`src/rtl/ppt_pkg.sv`:
```
package ppt_pkg;

    typedef enum logic [1:0] {
        REG_DATA   = 2'd0,
        REG_CMD    = 2'd1,
        REG_CTRL   = 2'd2,
        REG_THRESH = 2'd3
    } reg_addr_e;

    typedef struct packed {
        logic       is_cmd;
        logic [7:0] value;
    } fifo_word_t;

    typedef enum logic [1:0] {
        TX_IDLE   = 2'd0,
        TX_SETUP  = 2'd1,
        TX_STROBE = 2'd2
    } tx_state_e;

    localparam int CTRL_IRQ_EN  = 0;
    localparam int CTRL_CLR_SVC = 4;
    localparam int CTRL_CLR_OVF = 5;

    function automatic logic is_queue_addr(input logic [1:0] a);
        return (a == REG_DATA) || (a == REG_CMD);
    endfunction

    function automatic fifo_word_t make_word(input logic [1:0] a, input logic [7:0] d);
        fifo_word_t w;
        w.is_cmd = (a == REG_CMD);
        w.value  = d;
        return w;
    endfunction

endpackage

```
`src/rtl/ppt_tag_fifo.sv`:
```
module ppt_tag_fifo
    import ppt_pkg::*;
#(
    parameter int DEPTH = 16,
    parameter int LW    = $clog2(DEPTH + 1)
) (
    input  logic          clk,
    input  logic          rst,
    input  logic          push,
    input  fifo_word_t    push_word,
    input  logic          pop,
    output fifo_word_t    head,
    output logic [LW-1:0] level,
    output logic          full,
    output logic          empty
);
    localparam int PW = (DEPTH > 1) ? $clog2(DEPTH) : 1;

    fifo_word_t    mem [DEPTH];
    logic [PW-1:0] wp, rp;
    logic [LW-1:0] cnt;

    logic do_push, do_pop;
    assign do_push = push && (cnt != LW'(DEPTH));
    assign do_pop  = pop && (cnt != '0);

    always_ff @(posedge clk) begin
        if (do_push) mem[wp] <= push_word;
    end

    always_ff @(posedge clk) begin
        if (rst) begin
            wp  <= '0;
            rp  <= '0;
            cnt <= '0;
        end else begin
            if (do_push) wp <= (wp == PW'(DEPTH - 1)) ? '0 : wp + 1'b1;
            if (do_pop)  rp <= (rp == PW'(DEPTH - 1)) ? '0 : rp + 1'b1;
            case ({do_push, do_pop})
                2'b10:   cnt <= cnt + 1'b1;
                2'b01:   cnt <= cnt - 1'b1;
                default: cnt <= cnt;
            endcase
        end
    end

    assign head  = mem[rp];
    assign level = cnt;
    assign full  = (cnt == LW'(DEPTH));
    assign empty = (cnt == '0);
endmodule

```
`src/rtl/ppt_strobe_ctl.sv`:
```
module ppt_strobe_ctl
    import ppt_pkg::*;
(
    input  logic       clk,
    input  logic       rst,
    input  logic       busy_s,
    input  logic       avail,
    input  fifo_word_t head,
    output logic       pop,
    output logic [7:0] pdata,
    output logic       host_ack,
    output logic       nstrobe
);
    tx_state_e  state;
    fifo_word_t word_q;

    always_ff @(posedge clk) begin
        if (rst) begin
            state  <= TX_IDLE;
            word_q <= '0;
        end else begin
            case (state)
                TX_IDLE: if (avail && !busy_s) begin
                    word_q <= head;
                    state  <= TX_SETUP;
                end
                TX_SETUP:  state <= TX_STROBE;
                TX_STROBE: if (busy_s) state <= TX_IDLE;
                default:   state <= TX_IDLE;
            endcase
        end
    end

    assign pop      = (state == TX_STROBE) && busy_s;
    assign nstrobe  = (state != TX_STROBE);
    assign pdata    = word_q.value;
    assign host_ack = !word_q.is_cmd;
endmodule

```
`src/rtl/ppt_svc_flags.sv`:
```
module ppt_svc_flags
    import ppt_pkg::*;
#(
    parameter int LW = 5
) (
    input  logic          clk,
    input  logic          rst,
    input  logic          wr_en,
    input  logic [1:0]    wr_addr,
    input  logic [7:0]    wr_data,
    input  logic          full,
    input  logic          pushed,
    input  logic          popped,
    input  logic [LW-1:0] level,
    output logic [LW-1:0] thresh_q,
    output logic          irq_en_q,
    output logic          overflow,
    output logic          service_req
);
    logic          ctrl_wr, drop;
    logic [LW-1:0] next_level;

    assign ctrl_wr    = wr_en && (wr_addr == REG_CTRL);
    assign drop       = wr_en && is_queue_addr(wr_addr) && full;
    assign next_level = level + LW'(pushed) - LW'(popped);

    always_ff @(posedge clk) begin
        if (rst) begin
            thresh_q    <= '0;
            irq_en_q    <= 1'b0;
            overflow    <= 1'b0;
            service_req <= 1'b0;
        end else begin
            if (wr_en && (wr_addr == REG_THRESH)) thresh_q <= wr_data[LW-1:0];
            if (ctrl_wr) irq_en_q <= wr_data[CTRL_IRQ_EN];

            if (drop)                                overflow <= 1'b1;
            else if (ctrl_wr && wr_data[CTRL_CLR_OVF]) overflow <= 1'b0;

            if (popped && irq_en_q && (next_level <= thresh_q)) service_req <= 1'b1;
            else if (ctrl_wr && wr_data[CTRL_CLR_SVC])           service_req <= 1'b0;
        end
    end
endmodule

```
`src/rtl/ppt_fwd_xmit.sv`:
```
module ppt_fwd_xmit
    import ppt_pkg::*;
#(
    parameter int DEPTH       = 16,
    parameter int SYNC_STAGES = 2,
    parameter int LW          = $clog2(DEPTH + 1)
) (
    input  logic          clk,
    input  logic          rst,
    input  logic          wr_en,
    input  logic [1:0]    wr_addr,
    input  logic [7:0]    wr_data,
    input  logic          busy,
    output logic [7:0]    pdata,
    output logic          nstrobe,
    output logic          host_ack,
    output logic          fifo_full,
    output logic          fifo_empty,
    output logic [LW-1:0] fifo_level,
    output logic          overflow,
    output logic          service_req
);
    logic          busy_s, push, pop, q_empty, irq_en_q;
    logic [LW-1:0] thresh_q;
    fifo_word_t    head;

    generate
        if (SYNC_STAGES == 0) begin : g_nosync
            assign busy_s = busy;
        end else begin : g_sync
            logic [SYNC_STAGES-1:0] sr;
            always_ff @(posedge clk) begin
                if (rst) sr <= '0;
                else     sr <= {sr[SYNC_STAGES-2 >= 0 ? SYNC_STAGES-2 : 0 : 0], busy} ;
            end
            assign busy_s = sr[SYNC_STAGES-1];
        end
    endgenerate

    assign push = wr_en && is_queue_addr(wr_addr) && !fifo_full;

    ppt_tag_fifo #(.DEPTH(DEPTH), .LW(LW)) u_fifo (
        .clk       (clk),
        .rst       (rst),
        .push      (push),
        .push_word (make_word(wr_addr, wr_data)),
        .pop       (pop),
        .head      (head),
        .level     (fifo_level),
        .full      (fifo_full),
        .empty     (q_empty)
    );

    ppt_strobe_ctl u_strobe (
        .clk      (clk),
        .rst      (rst),
        .busy_s   (busy_s),
        .avail    (!q_empty),
        .head     (head),
        .pop      (pop),
        .pdata    (pdata),
        .host_ack (host_ack),
        .nstrobe  (nstrobe)
    );

    ppt_svc_flags #(.LW(LW)) u_flags (
        .clk         (clk),
        .rst         (rst),
        .wr_en       (wr_en),
        .wr_addr     (wr_addr),
        .wr_data     (wr_data),
        .full        (fifo_full),
        .pushed      (push),
        .popped      (pop),
        .level       (fifo_level),
        .thresh_q    (thresh_q),
        .irq_en_q    (irq_en_q),
        .overflow    (overflow),
        .service_req (service_req)
    );

    // The in-flight entry is popped only at handshake end, so an empty
    // queue also means no transfer is under way.
    assign fifo_empty = q_empty && nstrobe;
endmodule

```
`config.mk`:
```
export PLATFORM = sky130hd
export DESIGN_NAME = ppt_fwd_xmit
export DESIGN_NICKNAME = d
export VERILOG_FILES = /design/src/rtl/ppt_pkg.sv /design/src/rtl/ppt_tag_fifo.sv /design/src/rtl/ppt_strobe_ctl.sv /design/src/rtl/ppt_svc_flags.sv /design/src/rtl/ppt_fwd_xmit.sv
export SDC_FILE = /design/constraint.sdc
export NUM_CORES = 1
export LEC_CHECK = 0
export BUFFER_PORTS_ARGS = -buffer_cell sky130_fd_sc_hd__buf_2
export CAP_MARGIN = 20
export CORE_MARGIN = 2
export CORE_UTILIZATION = 40
export CTS_BUF_LIST = sky130_fd_sc_hd__clkbuf_4
export CTS_CLUSTER_DIAMETER = 150
export DETAILED_ROUTE_END_ITERATION = 16
export GPL_ROUTABILITY_DRIVEN = 0
export HOLD_SLACK_MARGIN = 0.1
export MAX_ROUTING_LAYER = met4
export PLACE_DENSITY = 0.56
export SLEW_MARGIN = 10
export SYNTH_ARGS = -nofsm -noshare
export SYNTH_HDL_FRONTEND = slang
export SYNTH_HIERARCHICAL = 1
export SYNTH_SLANG_ARGS = --single-unit
```
`constraint.sdc`:
```
create_clock -name clk -period 3.97 [get_ports clk]
set_input_delay 0.397 -clock clk [delete_from_list [all_inputs] [get_ports clk]]
set_output_delay 0.397 -clock clk [all_outputs]
set_load 0.02 [all_outputs]
```
==> out/metrics.csv <==
stage;metric;value;unit
global_routing;grt_pass1_wl;23000;um
sta;min_period_over_period;91.4;%
synthesis;yosysTopAreaCell;edfxtp_1;
global_routing;grt_pass1_vias;3907;
synthesis;synth_seq_cells;182;
worst_hold_path;min_to;u_fifo/mem[7][3];
synthesis;synth_cell_type_count;51;
routing;vias;3909;
routing;drt-met1-wl;7080;um
routing;postRouteAntennaNets;0;
clock_network;cts_resized;0;
synthesis;yosys_warnings;6;
sta;worst_pin_slew;0.938;ns
synthesis;synth-edff-count;144;
finish;final_area;8500;um^2
routing;vias_per_cell;5.10;
worst_hold_path;worst_hold_path.num_cells;1;
routing;drc;0;
setup_path;setup.reg_to_reg.worst_slack;0.34;ns
finish;fill_cells;1696;
setup_path;crit_start;u_fifo/level[0];
setup_path;crit_type;reg -> reg;
setup_path;timing.rr.start;u_fifo/level[0];
synthesis;syn_area;7840;um^2
clock_network;clk_path_buf_depth;2;
floorplanning;dieArea;20700;um^2
routing;dr_wl_met2;7000;um
synthesis;syn_inst;456;
outcome;status;finished clean;
synthesis;avgSynthCellArea;17.2;um^2
setup_path;critPathRequiredTime;4.49;ns
setup_path;end_kind;flop;
global_routing;grt.total_usage;16.0;%
floorplanning;die_y;144;um
global_routing;overflow;0;
worst_hold_path;hp-class;in -> reg;
sta;rsz0062_at_grt;no;
setup_path;timing.rr.end;u_flags/service_req;
setup_path;start_kind;flop;
clock_network;cts.sinks;182;
placement;dp_hpwl;9730;um
floorplanning;core;19300;um^2
routing;wirelength;14900;um
setup_path;ff2ff_path_depth;17;
synthesis;ys_seq_area_share;64.9;%
finish;drive_gt1_share;23.2;%
clock_network;clkTransAtPathRegs;0.17;ns
sta;post-route-min-period;3.63;ns
routing;top_layer_used;met4;
floorplanning;die_w;144;um
routing;drtPass1Iterations;4;
clock_network;worstSkewPairLatency;0.56;ns
run;maxCapViolCount;0;
sta;hold_violations;0;
synthesis;synthTopCellsByArea;edfxtp_1, dfxtp_1, mux4_2, mux4_1, ha_1;
finish;final_nets;521;
routing;wl_per_cell;19.4;um
sta;finalSetupViolCount;0;
synthesis;synth_top_area_share;55.2;%
sta;skew;0.0252;ns
sta;fin_setup_tns;0;ns
finish;regArea;5090;um^2
clock_network;htreeDepth;4;
routing;first_iter_violations;276;
floorplanning;start_util;40.5;%
power;leakage;2.86;nW
floorplanning;io_pins;33;
synthesis;synth_ff_type;edfxtp_1;
setup_path;critPathMaxFanout;7;
global_routing;antenna_found_initial;1;
synthesis;syn_nets;489;
finish;synthToLayoutAreaGrowth;8.49;%
sta;fmaxAchievable;276;MHz
power;pwr_density_cell;381;nW/um^2
sta;slew_violations;0;
power;p_total;3.24;mW
floorplanning;rows;51;
clock_network;cts_tree;built;
worst_hold_path;worstHoldStart;wr_data[3];
power;ir_drop;0.206;mV
routing;wl_met3;643;um
clock_network;cts-root-buf;clkbuf_4;
placement;place_area;8220;um^2
setup_path;crit_arrival;4.15;ns
placement;io_buffer_count;32;
global_routing;grt_max_degree;48;
finish;multi_input_area;2490;um^2
sta;relSlewSlack;37.2;%
clock_network;cts_made_buffers;17;
clock_network;cts_setup_buffers;0;
synthesis;ys_async_sr_fraction;0;%
worst max-delay path by stage:
stage	to	slack [ns]	depth (start not counted)
global route	u_flags/service_req	0.08	17
finish	u_flags/service_req	0.34	17
CTS	u_flags/service_req	0.31	17
global placement	u_flags/service_req	0.45	17
floorplan	u_flags/service_req	0.03	19
detailed placement	u_flags/service_req	0.34	17
critical path: stages (launching register included):
cell and delay [ns]:
dfxtp_1 0.42, or4_4 0.64, nor2_1 0.19, nor3b_2 0.11
inv_1 0.07, ha_1 0.22, inv_1 0.06, ha_1 0.15
inv_1 0.05, fa_1 0.39, inv_1 0.07, a21o_1 0.10
a21oi_1 0.07, xnor2_1 0.13, ha_1 0.34, a2111oi_4 0.38
o221ai_2 0.14, nand2_1 0.07
layer usage:
layer	global-route usage (%)	vias up
li1	-	1827
met4	4.64	0
met5	-	-
met2	23.3	60
met3	4.03	11
met1	22.3	2011
synthesized netlist by cell type (2+ instances only):
master and number:
and3b_1 2, nand2_1 9, buf_2 3, mux4_2 25
nor2_1 21, a311o_1 2, o21ai_4 2, and2_1 14
inv_1 22, buf_1 5, nor2b_1 6, a21oi_1 16
o21ai_0 6, buf_4 8, nor3_1 2, edfxtp_1 144
mux2_2 2, xnor2_1 4, nor4b_1 5, clkbuf_1 5
nand2b_1 19, o211ai_1 2, dfxtp_1 38, mux4_1 20
a21o_1 3, buf_6 8, xor2_1 5, ha_1 18
mux2i_1 18
sequential cells by signal, indices dropped and copies added (netlist names), named ones only:
name	cells
u_fifo/wp	4
u_flags/overflow	1
u_fifo/mem	144
u_flags/irq_en_q	1
u_strobe/state	2
u_fifo/rp	4
u_strobe/pdata	8
u_flags/thresh_q	5
u_flags/service_req	1
u_strobe/word_q	1
u_fifo/level	5
g_sync.sr	2
timing repair:
item,CTS,global route
hold buffers,1,0
endpoints found under the setup margin,0,0
hold endpoints to repair,1,0
final cells by class:
cell class | count | area share [%]
Antenna cell | 1 | 0.0294
Clock buffer | 19 | 1.68
Clock inverter | 13 | 1.44
Inverter | 22 | 0.971
Multi-Input combinational cell | 222 | 29.3
Sequential cell | 182 | 59.8
Tap cell | 265 | 3.90
Timing Repair Buffer | 43 | 2.88
power breakdown:
group          total (mW)  switching [mW]  internal [mW]
combinational       0.176           0.108         0.0678
clock               0.975           0.640          0.335
sequential           2.09          0.0117           2.07
total                3.24           0.760           2.48
cells by family (layout without fill, tap and decap cells):
family / count (synthesis) / count (layout) / synth area share, %
DFF: 182 / 182 / 64.9
and+or+nand+nor: 92 / 92 / 7.12
muxes: 65 / 65 / 16.5
buffers and inverters: 52 / 97 / 3.90
AOI/OAI and AO/OA: 37 / 37 / 3.48
adders and majority gates: 19 / 19 / 3.13
xor gates and xnor gates: 9 / 9 / 1.01
other: 0 / 1 / 0
metrics by stage:
step	std cells	worst slack (ns)	hold slack, ns	utilization [%]
after global placement	732	0.451	0.425	42.5
after CTS	765	0.310	0.144	43.9
after detailed placement	732	0.341	0.435	42.5
after floorplan	456	0.0333	0.414	-
after global routing	767	0.0838	0.124	44.0
final	767	0.343	0.196	44.0
cells in the final DEF, fill, tap and decap left out, drive strengths merged, types with 2 or more instances in the layout:
cell type,n
edfxtp,144
mux4,45
buf,42
dfxtp,38
inv,27
nor2,21
nand2b,20
clkbuf,19
mux2i,18
ha,18
a21oi,16
and2,14
nand2,9
o21ai,9
nor2b,6
clkinv,6
nor4b,6
xor2,5
xnor2,4
a21o,3
nor3,2
a311o,2
o211ai,2
mux2,2
and3b,2
nand3,2
or3b,2
Power figures use the tool's default switching activity.
